## src/rtl/nor6_core.sv

```systemverilog
module nor6_core (
  input  logic        clk,
  input  logic        rst_n,
  input  logic        irq,
  output logic [11:0] mem_addr,
  output logic        mem_we,
  output logic [5:0]  mem_wdata,
  input  logic [5:0]  mem_rdata
);
  localparam int DW = 6;
  localparam int AW = 2 * DW;
  localparam logic [AW-1:0] RAM_LIMIT  = AW'(12'hF00);
  localparam logic [AW-1:0] PC_HI_ADDR = AW'(12'hF3E);
  localparam logic [AW-1:0] PC_LO_ADDR = AW'(12'hF3F);
  localparam logic [DW-1:0] ROL_PAGE   = DW'(6'h3E);
  localparam logic [DW-1:0] ROR_PAGE   = DW'(6'h3F);
  localparam logic [1:0] OP_NOR = 2'b00;
  localparam logic [1:0] OP_JMP = 2'b01;
  localparam logic [1:0] OP_LD  = 2'b10;
  localparam logic [1:0] OP_ST  = 2'b11;
  localparam logic [1:0] SEL_IMM = 2'b11;

  typedef enum logic [2:0] {
    S_FETCH, S_DEC, S_IMMY, S_IMMZ, S_EXEC, S_LDW, S_HALT
  } state_t;

  state_t         st;
  logic [AW-1:0]  pc, rd_addr, rd_pc, ea;
  logic [DW-1:0]  ra, rb, rc, ir, yimm, zimm;
  logic [DW-1:0]  rdat, word, yreg, zreg, yval, zval, nor_res;
  logic [1:0]     op, fy, fz;
  logic           special;

  // read data routing by the address presented in the previous cycle
  always_comb begin
    rdat = '0;
    if (rd_addr < RAM_LIMIT)                  rdat = mem_rdata;
    else if (rd_addr == PC_HI_ADDR)           rdat = rd_pc[AW-1:DW];
    else if (rd_addr == PC_LO_ADDR)           rdat = rd_pc[DW-1:0];
    else if (rd_addr[AW-1:DW] == ROL_PAGE)    rdat = {rd_addr[DW-2:0], rd_addr[DW-1]};
    else if (rd_addr[AW-1:DW] == ROR_PAGE)    rdat = {rd_addr[0], rd_addr[DW-1:1]};
  end

  assign word    = (st == S_DEC) ? rdat : ir;
  assign op      = word[5:4];
  assign fy      = word[3:2];
  assign fz      = word[1:0];
  assign special = (op == OP_NOR) && (fy == SEL_IMM);

  always_comb begin
    case (fy)
      2'b00:   yreg = ra;
      2'b01:   yreg = rb;
      default: yreg = rc;
    endcase
    case (fz)
      2'b00:   zreg = ra;
      2'b01:   zreg = rb;
      default: zreg = rc;
    endcase
  end

  assign yval    = (fy == SEL_IMM) ? yimm : yreg;
  assign zval    = (fz == SEL_IMM) ? zimm : zreg;
  assign ea      = {yval, zval};
  assign nor_res = ~(yval | zval);

  assign mem_addr  = (st == S_EXEC && op[1]) ? ea : pc;
  assign mem_we    = (st == S_EXEC) && (op == OP_ST) && (ea < RAM_LIMIT);
  assign mem_wdata = rc;

  always_ff @(posedge clk or negedge rst_n) begin
    if (!rst_n) begin
      st      <= S_FETCH;
      pc      <= '0;
      ra      <= '0;
      rb      <= '0;
      rc      <= '0;
      ir      <= '0;
      yimm    <= '0;
      zimm    <= '0;
      rd_addr <= '0;
      rd_pc   <= '0;
    end else begin
      rd_addr <= mem_addr;
      rd_pc   <= pc;
      case (st)
        S_FETCH: begin
          pc <= pc + 1'b1;
          st <= S_DEC;
        end
        S_DEC: begin
          ir <= rdat;
          if (special) st <= S_EXEC;
          else if (fy == SEL_IMM) begin
            pc <= pc + 1'b1;
            st <= S_IMMY;
          end else if (fz == SEL_IMM) begin
            pc <= pc + 1'b1;
            st <= S_IMMZ;
          end else st <= S_EXEC;
        end
        S_IMMY: begin
          yimm <= rdat;
          if (fz == SEL_IMM) begin
            pc <= pc + 1'b1;
            st <= S_IMMZ;
          end else st <= S_EXEC;
        end
        S_IMMZ: begin
          zimm <= rdat;
          st   <= S_EXEC;
        end
        S_EXEC: begin
          st <= S_FETCH;
          case (op)
            OP_NOR: begin
              if (special) begin
                if (fz == 2'b11) st <= S_HALT;
              end else begin
                case (fy)
                  2'b00:   ra <= nor_res;
                  2'b01:   rb <= nor_res;
                  default: rc <= nor_res;
                endcase
              end
            end
            OP_JMP:  pc <= ea;
            OP_LD:   st <= S_LDW;
            default: ;
          endcase
        end
        S_LDW: begin
          rc <= rdat;
          st <= S_FETCH;
        end
        S_HALT: if (irq) st <= S_FETCH;
        default: st <= S_FETCH;
      endcase
    end
  end

  a_r2_pc_step_on_fetch: assert property (@(posedge clk) disable iff (!rst_n)
    (st == S_FETCH) |=> (pc == $past(pc) + 12'd1));

  a_r5_no_imm_for_special: assert property (@(posedge clk) disable iff (!rst_n)
    (st == S_DEC && special) |=> (st == S_EXEC));

  a_r6_jump_target: assert property (@(posedge clk) disable iff (!rst_n)
    (st == S_EXEC && op == OP_JMP) |=> (pc == $past(ea)));

  a_r14_load_lands_in_c: assert property (@(posedge clk) disable iff (!rst_n)
    (st == S_LDW) |=> (rc == $past(rdat)));

  a_r8_no_write_above_ram: assert property (@(posedge clk) disable iff (!rst_n)
    mem_we |-> (mem_addr < RAM_LIMIT));

  a_r12_halt_holds: assert property (@(posedge clk) disable iff (!rst_n)
    (st == S_HALT && !irq) |=> (st == S_HALT && pc == $past(pc) && !mem_we));
endmodule

```

## config.mk

```make
export PLATFORM = sky130hd
export DESIGN_NAME = nor6_core
export DESIGN_NICKNAME = d
export VERILOG_FILES = /design/src/rtl/nor6_core.sv
export SDC_FILE = /design/constraint.sdc
export NUM_CORES = 1
export LEC_CHECK = 0
export CAP_MARGIN = 20
export CORE_ASPECT_RATIO = 0.6
export CORE_UTILIZATION = 50
export DETAILED_ROUTE_END_ITERATION = 8
export PLACE_DENSITY = 0.72
export RECOVER_POWER = 100
export SETUP_SLACK_MARGIN = 0.3
export SYNTH_ARGS = -nofsm -noshare
export SYNTH_HDL_FRONTEND = slang
export SYNTH_SLANG_ARGS = --single-unit
export TNS_END_PERCENT = 20
```

## constraint.sdc

```tcl
create_clock -name clk -period 2.7 [get_ports clk]
set_clock_uncertainty 0.1 [all_clocks]
set_input_delay 0.54 -clock clk [delete_from_list [all_inputs] [get_ports clk]]
set_output_delay 0.54 -clock clk [all_outputs]
set_load 0.03 [all_outputs]
```

==> metrics.txt, run 1 <==
violated checks=negative setup slack; count of hold buffers inserted by post-cts repair=0; Critical Path Slowest Stage Cell=or4_4; count of fill cells added during filler insertion=~500; Register-to-Register Setup Slack=-0.23 ns; worst r2r dst=ra[4]$_DFFE_PN0P_; largest stage delay on the critical path=0.54 ns; overall routing resource usage=about 41%; run status=finished, violations left; Critical Path Fanout Max=5; peak ir drop on the vdd network=around 0.00098 V; proportion of layout cells with a drive suffix above 1=roughly half; mean number of vias per cell=around 6.7; end point of the critical path=mem_we; register share of total power=19.7%; final hold viol count=0; gate count of the mapped netlist=approximately 460; Synth Flop Type=dfrtp_1; cell taking the most area after synthesis=dfrtp_1; TritonCTS Sinks=75; required time of the worst setup path=2.06 ns; setup slack after layout=-0.671 ns; clock latency reported for the late side of the worst-skew pair=approximately 0.35 ns; Die X=about 120 um; Max-cap violations=0; number of register bits inferred by synthesis=75; overall via count from detail_route=5010; cell depth of the worst flop-to-flop path=11; total placed cells including tap cells=approximately 700; fin cells=749; yosys warns=0; area of the core region=roughly 0.0086 sq mm; most frequent standard cell in the layout excluding fill and tap cells=buf_4; Post-Layout Inst Area=0.00687 sq mm; core occupancy in the finished layout=about four fifths; number of flops mapped to enable cells by yosys=0; fraction of post-synthesis cell area in the top cell type by area=42.1%; Arr. time, crit path=~2.7 ns; Highest Clock Rate=297 MHz; standard-cell rows=26; vertical die dimension=roughly 75 um; Storage cell area=approximately 0.0019 sq mm; PwrDens=about 1600 mW/mm^2; net switching fraction of the power=a little under half; crit-path leading delay family=simple AND/OR/NAND/NOR gates; pin count of the biggest net entering global routing=53; worst path buffer plus inverter count=2; CTS tree=done; biggest area contributors in the synthesized netlist=dfrtp_1 42%, o21ai_0 5.4%, mux2_2 4.8%; final net count=642; combinational group share of total power=69.4%; antenna violations before repair=0; placed wire-length estimate=~12000 um; drt wl/cell=roughly 26 um; Multi-input gate area=about 0.0029 sq mm; Final GP Congestion=~0.92; Avg Inst Size Synth=between 9 and 10 sq um; Routed Antenna Nets=0; cell internal pwr=5.99 mW; min cycle time layout=~3.4 ns; reg2reg start=rd_addr[7]$_DFF_PN0_; final max-slew violation count=0; highest-count cells in the layout ignoring fill and taps=129 x buf_4, 74 x dfrtp_1, 52 x nand2_1; number of detailed-routing iterations run before antenna repair=6; CTS clk-pin slew, worst paths=roughly 0.060 ns; Iteration-0 DRC Markers=819; Post-DP Area=slightly below 0.006 sq mm; worst hold margin=around 0.35 ns; cell leakage power=~3.0 nW; kind of end point of the critical path=primary output; DRC viols=0; Netlist Area Pre-Place=roughly 0.0045 sq mm; type of the worst setup path=reg -> out; Max H-tree Level=3; share of the clock period used by the worst path after layout=125%; relative area change from synthesis to final layout=54.0%; count of cell types in the netlist=78; endpoints failing setup=between 40 and 50; net count after synthesis=approximately 470; total routed wirelength=between 15000 and 20000 um; Relative slew margins=2.69%; Port Buf Inserts=27; Clock Tree Root=clkbuf_16; antenna diode instance count=0; die area=between 0.009 and 0.01 sq mm; Initial Utilization=51.9%; unrepaired setup endpoints after global routing=yes; total overflow reported by the global router=0; proportion of synthesized chip area in sequential cells=a little over two fifths; clock tree buffer depth=2; fraction of registers with async set or reset after synthesis=100%; Setup crit start=rd_addr[6]$_DFF_PN0_; reported net switching power=~5.2 mW; number of global-route vias before repair=between 4000 and 5000; list of cells traversed by the critical path=nand4b_4, or4_4, a21o_4, inv_6, a31oi_1, a32o_2, nor4_4, nor3_4, buf_6; I/O pin total=28; Clk network pwr share=about 11%; wire length of the first global-routing pass=~27000 um; Hold Crit Class=reg -> reg; number of CTS-inserted buffers=9; transition time at the pin with the least slew margin=about 1.5 ns; WP depth=9; startpoint types=flip-flop
## per-layer routing
layer	routed length [um]	vias to the layer above	part of all wire, %	track usage (%)
met3	2460	89	13	14.8
met4	866	0	4.5	17.6
li1	-	2083	-	-
met1	7730	2462	40	56.9
met5	0	-	0	0
met2	8200	376	43	56.6
## per-stage QoR
step	worst slack [ns]	power, mW	setup TNS [ns]
6_report	-0.671	11.2	-11.26
5_1_grt	-0.706	11.6	-13.30
4_1_cts	-0.554	10.3	-8.40
3_5_place_dp	-0.923	8.26	-10.07
3_3_place_gp	-0.888	8.08	-8.70
2_1_floorplan	-0.267	5.46	-1.77
## worst register-to-register path, stage by stage (launching register included)
cell	delay [ns]
dfrtp_1	0.49
buf_4	0.20
or4_4	0.55
a21oi_4	0.21
or2_4	0.17
buf_6	0.13
o32ai_2	0.08
buf_4	0.17
buf_4	0.13
buf_4	0.14
and2_1	0.17
mux2_2	0.27
## what timing repair did
| action | 4_1_cts | 5_1_grt |
|---|---|---|
| buffers inserted | 15 | 11 |
| cloned | 2 | 0 |
| resized for setup | 78 | 47 |
| pin swaps | 32 | 22 |
| setup endpoints to repair | 54 | 57 |
## area by class of cell
cell class,count,share of cell area (%)
timing repair buffer,184,22.7
multi-input combinational,349,42.8
clock buffer,11,3.53
clock inverter,5,0.765
inverter,12,0.729
tap,112,2.04
sequential,75,27.3
timing repair inverter,1,0.0546
## sequential cells by signal (all words and copies together) (netlist names)
name / flops
ra: 6
ir: 6
st: 3
yimm: 6
rd_addr: 12
zimm: 6
mem_wdata: 6
rb: 6
pc: 12
rd_pc: 12
## logic make-up after synthesis
group / Yosys count / share of synthesized area [%]
buffers and inverters: 41 / 5.08
AND/OR/NAND/NOR: 162 / 19.3
AO/OA/AOI/OAI: 152 / 25.3
multiplexers: 32 / 7.83
XOR/XNOR: 1 / 0.196
flip-flops: 75 / 42.1
adder cells (fa/ha/maj): 1 / 0.280
## synthesized netlist by cell type (6+ instances only)
master     instances
clkbuf_1          15
a21oi_1           12
a31oi_1           14
a211o_1            9
and2_1             9
mux2_2            19
nand3_1           18
buf_2              6
nor3_1             8
nand2b_1           7
and3_1             7
a2111oi_0          8
nand2_1           56
inv_1             11
o22ai_1            7
o21ai_0           48
mux2i_1           12
nor2_1            22
dfrtp_1           75
## power groups by stage
stage	registers, mW	logic [mW]	clock network [mW]
floorplan	2.04	3.42	0
global placement	2.09	5.99	0
detailed placement	2.12	6.14	0
CTS	2.12	6.96	1.21
global route	2.23	8.07	1.26
finish	2.21	7.79	1.23
## worst min-delay path by stage
stage,endpoint,startpoint,cells past startpoint
after floorplan,ir[0]$_DFF_PN0_,rst_n,0
after global placement,rd_pc[11]$_DFF_PN0_,pc[11]$_DFFE_PN0P_,0
after detailed placement,rd_pc[11]$_DFF_PN0_,pc[11]$_DFFE_PN0P_,0
after CTS,rd_addr[8]$_DFF_PN0_,rst_n,1
after global routing,rd_pc[11]$_DFF_PN0_,pc[11]$_DFFE_PN0P_,0
final,rd_pc[11]$_DFF_PN0_,pc[11]$_DFFE_PN0P_,0
(Power assumes the default switching activity.)
==> inputs of run 2 (changes only) <==
Settings changed: SLEW_MARGIN from default to 20, TNS_END_PERCENT 20 to 1.
==> metrics.txt, run 2 (same netlist as run 1, synthesis figures left out) <==
antenna diode instance count=0; final max-slew violation count=76; vertical die dimension=roughly 75 um; hold path startpoint=zimm[5]$_DFFE_PN0N_; power after layout=between 9 and 10 mW; unrepaired setup endpoints after global routing=yes; Relative slew margins=-26.2%; Worst Hold End=zimm[5]$_DFFE_PN0N_; cell depth of the worst flop-to-flop path=12; endpoints failing setup=39; antenna violations before repair=0; final hold viol count=0; relative area change from synthesis to final layout=41.7%; fin cells=~710; violated checks=max-capacitance violations, max-slew violations, negative setup slack; Max H-tree Level=3; type of the worst setup path=reg -> out; total routed wirelength=roughly 15000 um; I/O pin total=28; Clock Tree Root=clkbuf_16; drt wl/cell=21.9 um; run status=finished, violations left; Max-cap violations=1; Initial Utilization=around half; number of CTS-inserted buffers=9; Critical Path Fanout Max=5; Iteration-0 DRC Markers=between 500 and 600; proportion of layout cells with a drive suffix above 1=approximately two fifths; placed wire-length estimate=roughly 11000 um; transition time at the pin with the least slew margin=roughly 1.9 ns; number of global-route vias before repair=~4200; mean number of vias per cell=6.31; overall routing resource usage=between 30% and 40%; min cycle time layout=approximately 3.3 ns; setup slack after layout=-0.601 ns; share of the clock period used by the worst path after layout=122%; reg2reg start=rd_addr[6]$_DFF_PN0_; pin count of the biggest net entering global routing=76; Final GP Congestion=0.955; DRC viols=0; required time of the worst setup path=~2 ns; wire length of the first global-routing pass=23500 um; CTS clk-pin slew, worst paths=approximately 0.060 ns; overall via count from detail_route=approximately 4500; largest registers in the final layout=pc x12, rd_addr x12, rd_pc x12; total placed cells including tap cells=687; total overflow reported by the global router=0; number of detailed-routing iterations run before antenna repair=5; worst r2r dst=ra[4]$_DFFE_PN0P_; cell leakage power=around 2.8 nW; Die X=124 um; Hold Path Stages=2; Highest Clock Rate=between 300 and 400 MHz; Arr. time, crit path=2.66 ns; TritonCTS Sinks=75; Register-to-Register Setup Slack=-0.23 ns; highest-count cells in the layout ignoring fill and taps=108 x buf_4, 74 x dfrtp_1, 55 x nand2_1; Routed Antenna Nets=0; clock tree buffer depth=2; CTS tree=done; Port Buf Inserts=27; Hold Crit Class=reg -> reg; final net count=~600; standard-cell rows=26; peak ir drop on the vdd network=about 0.00086 V; PwrDens=1570 mW/mm^2; startpoint types=flip-flop; most frequent standard cell in the layout excluding fill and tap cells=buf_4; area of the core region=about 0.0086 sq mm; count of hold buffers inserted by post-cts repair=0; die area=slightly above 0.009 sq mm; clock latency reported for the late side of the worst-skew pair=about 0.34 ns; kind of end point of the critical path=primary output
[run 2: area by class of cell]
cell class	instances	area [sq um]
tap	112	140
clock buffer	9	225
timing repair buffer	145	1200
timing repair inverter	1	3.75
clock inverter	7	125
fill	591	2270
inverter	12	50.0
sequential	75	1880
multi-input combinational	348	2700
[run 2: power by group]
part / leakage, nW / internal (mW) / switching, mW
combinational: 1.70 / 2.88 / 3.45
sequential: 0.945 / 1.65 / 0.521
clock: 0.170 / 0.911 / 0.503
total: 2.82 / 5.44 / 4.48
[run 2: routing by layer]
layer / GRT usage, % / up-vias / share of wire, %
li1: - / 2000 / -
met3: 12.8 / 36 / 12
met4: 11.9 / 0 / 2.6
met2: 49.3 / 251 / 40
met5: 0 / - / 0
met1: 51.4 / 2184 / 45
[run 2: per-stage QoR]
step,TNS [ns],setup WS [ns],area (sq um),hold slack (ns),utilization [%]
after CTS,-9.12,-0.592,6280,0.292,73.1
final,-9.54,-0.601,6320,0.391,73.6
after global placement,-8.11,-0.459,5590,0.364,65.1
after global routing,-13.16,-0.716,6320,0.415,73.6
after floorplan,-2.50,-0.268,4540,0.144,-
after detailed placement,-9.75,-0.512,5590,0.370,65.1
[run 2: what timing repair did]
| action | 4_1_cts | 5_1_grt |
|---|---|---|
| gates cloned | 1 | 0 |
| resized for setup | 59 | 18 |
| pin swaps | 15 | 5 |
| endpoints found under the setup margin | 55 | 54 |
| endpoints found under the hold margin | 0 | 0 |
| setup buffers | 5 | 0 |
[run 2: worst max-delay path by stage]
stage | from | end | slack, ns | depth (start not counted)
final | rd_addr[6]$_DFF_PN0_ | mem_we | -0.60 | 9
after detailed placement | mem_rdata[1] | mem_addr[5] | -0.51 | 7
after CTS | rd_addr[6]$_DFF_PN0_ | mem_we | -0.59 | 9
after global placement | mem_rdata[1] | mem_addr[5] | -0.46 | 7
after floorplan | rd_addr[6]$_DFF_PN0_ | mem_we | -0.27 | 9
after global routing | rd_addr[11]$_DFF_PN0_ | mem_we | -0.72 | 10
[run 2: worst max-delay path: stages (launching register included)]
cell      delay, ns
dfrtp_1        0.40
nand4b_4       0.19
or4_4          0.55
a21o_4         0.26
inv_6          0.08
a31oi_4        0.04
a22o_1         0.24
nor4_4         0.35
nor3_4         0.06
buf_6          0.15
==> inputs of run 3 (changes only) <==
Settings changed: CAP_MARGIN 20 to 15.
==> results of run 3 <==
No change in the layout: final DEF, timing and power equal those of run 2.
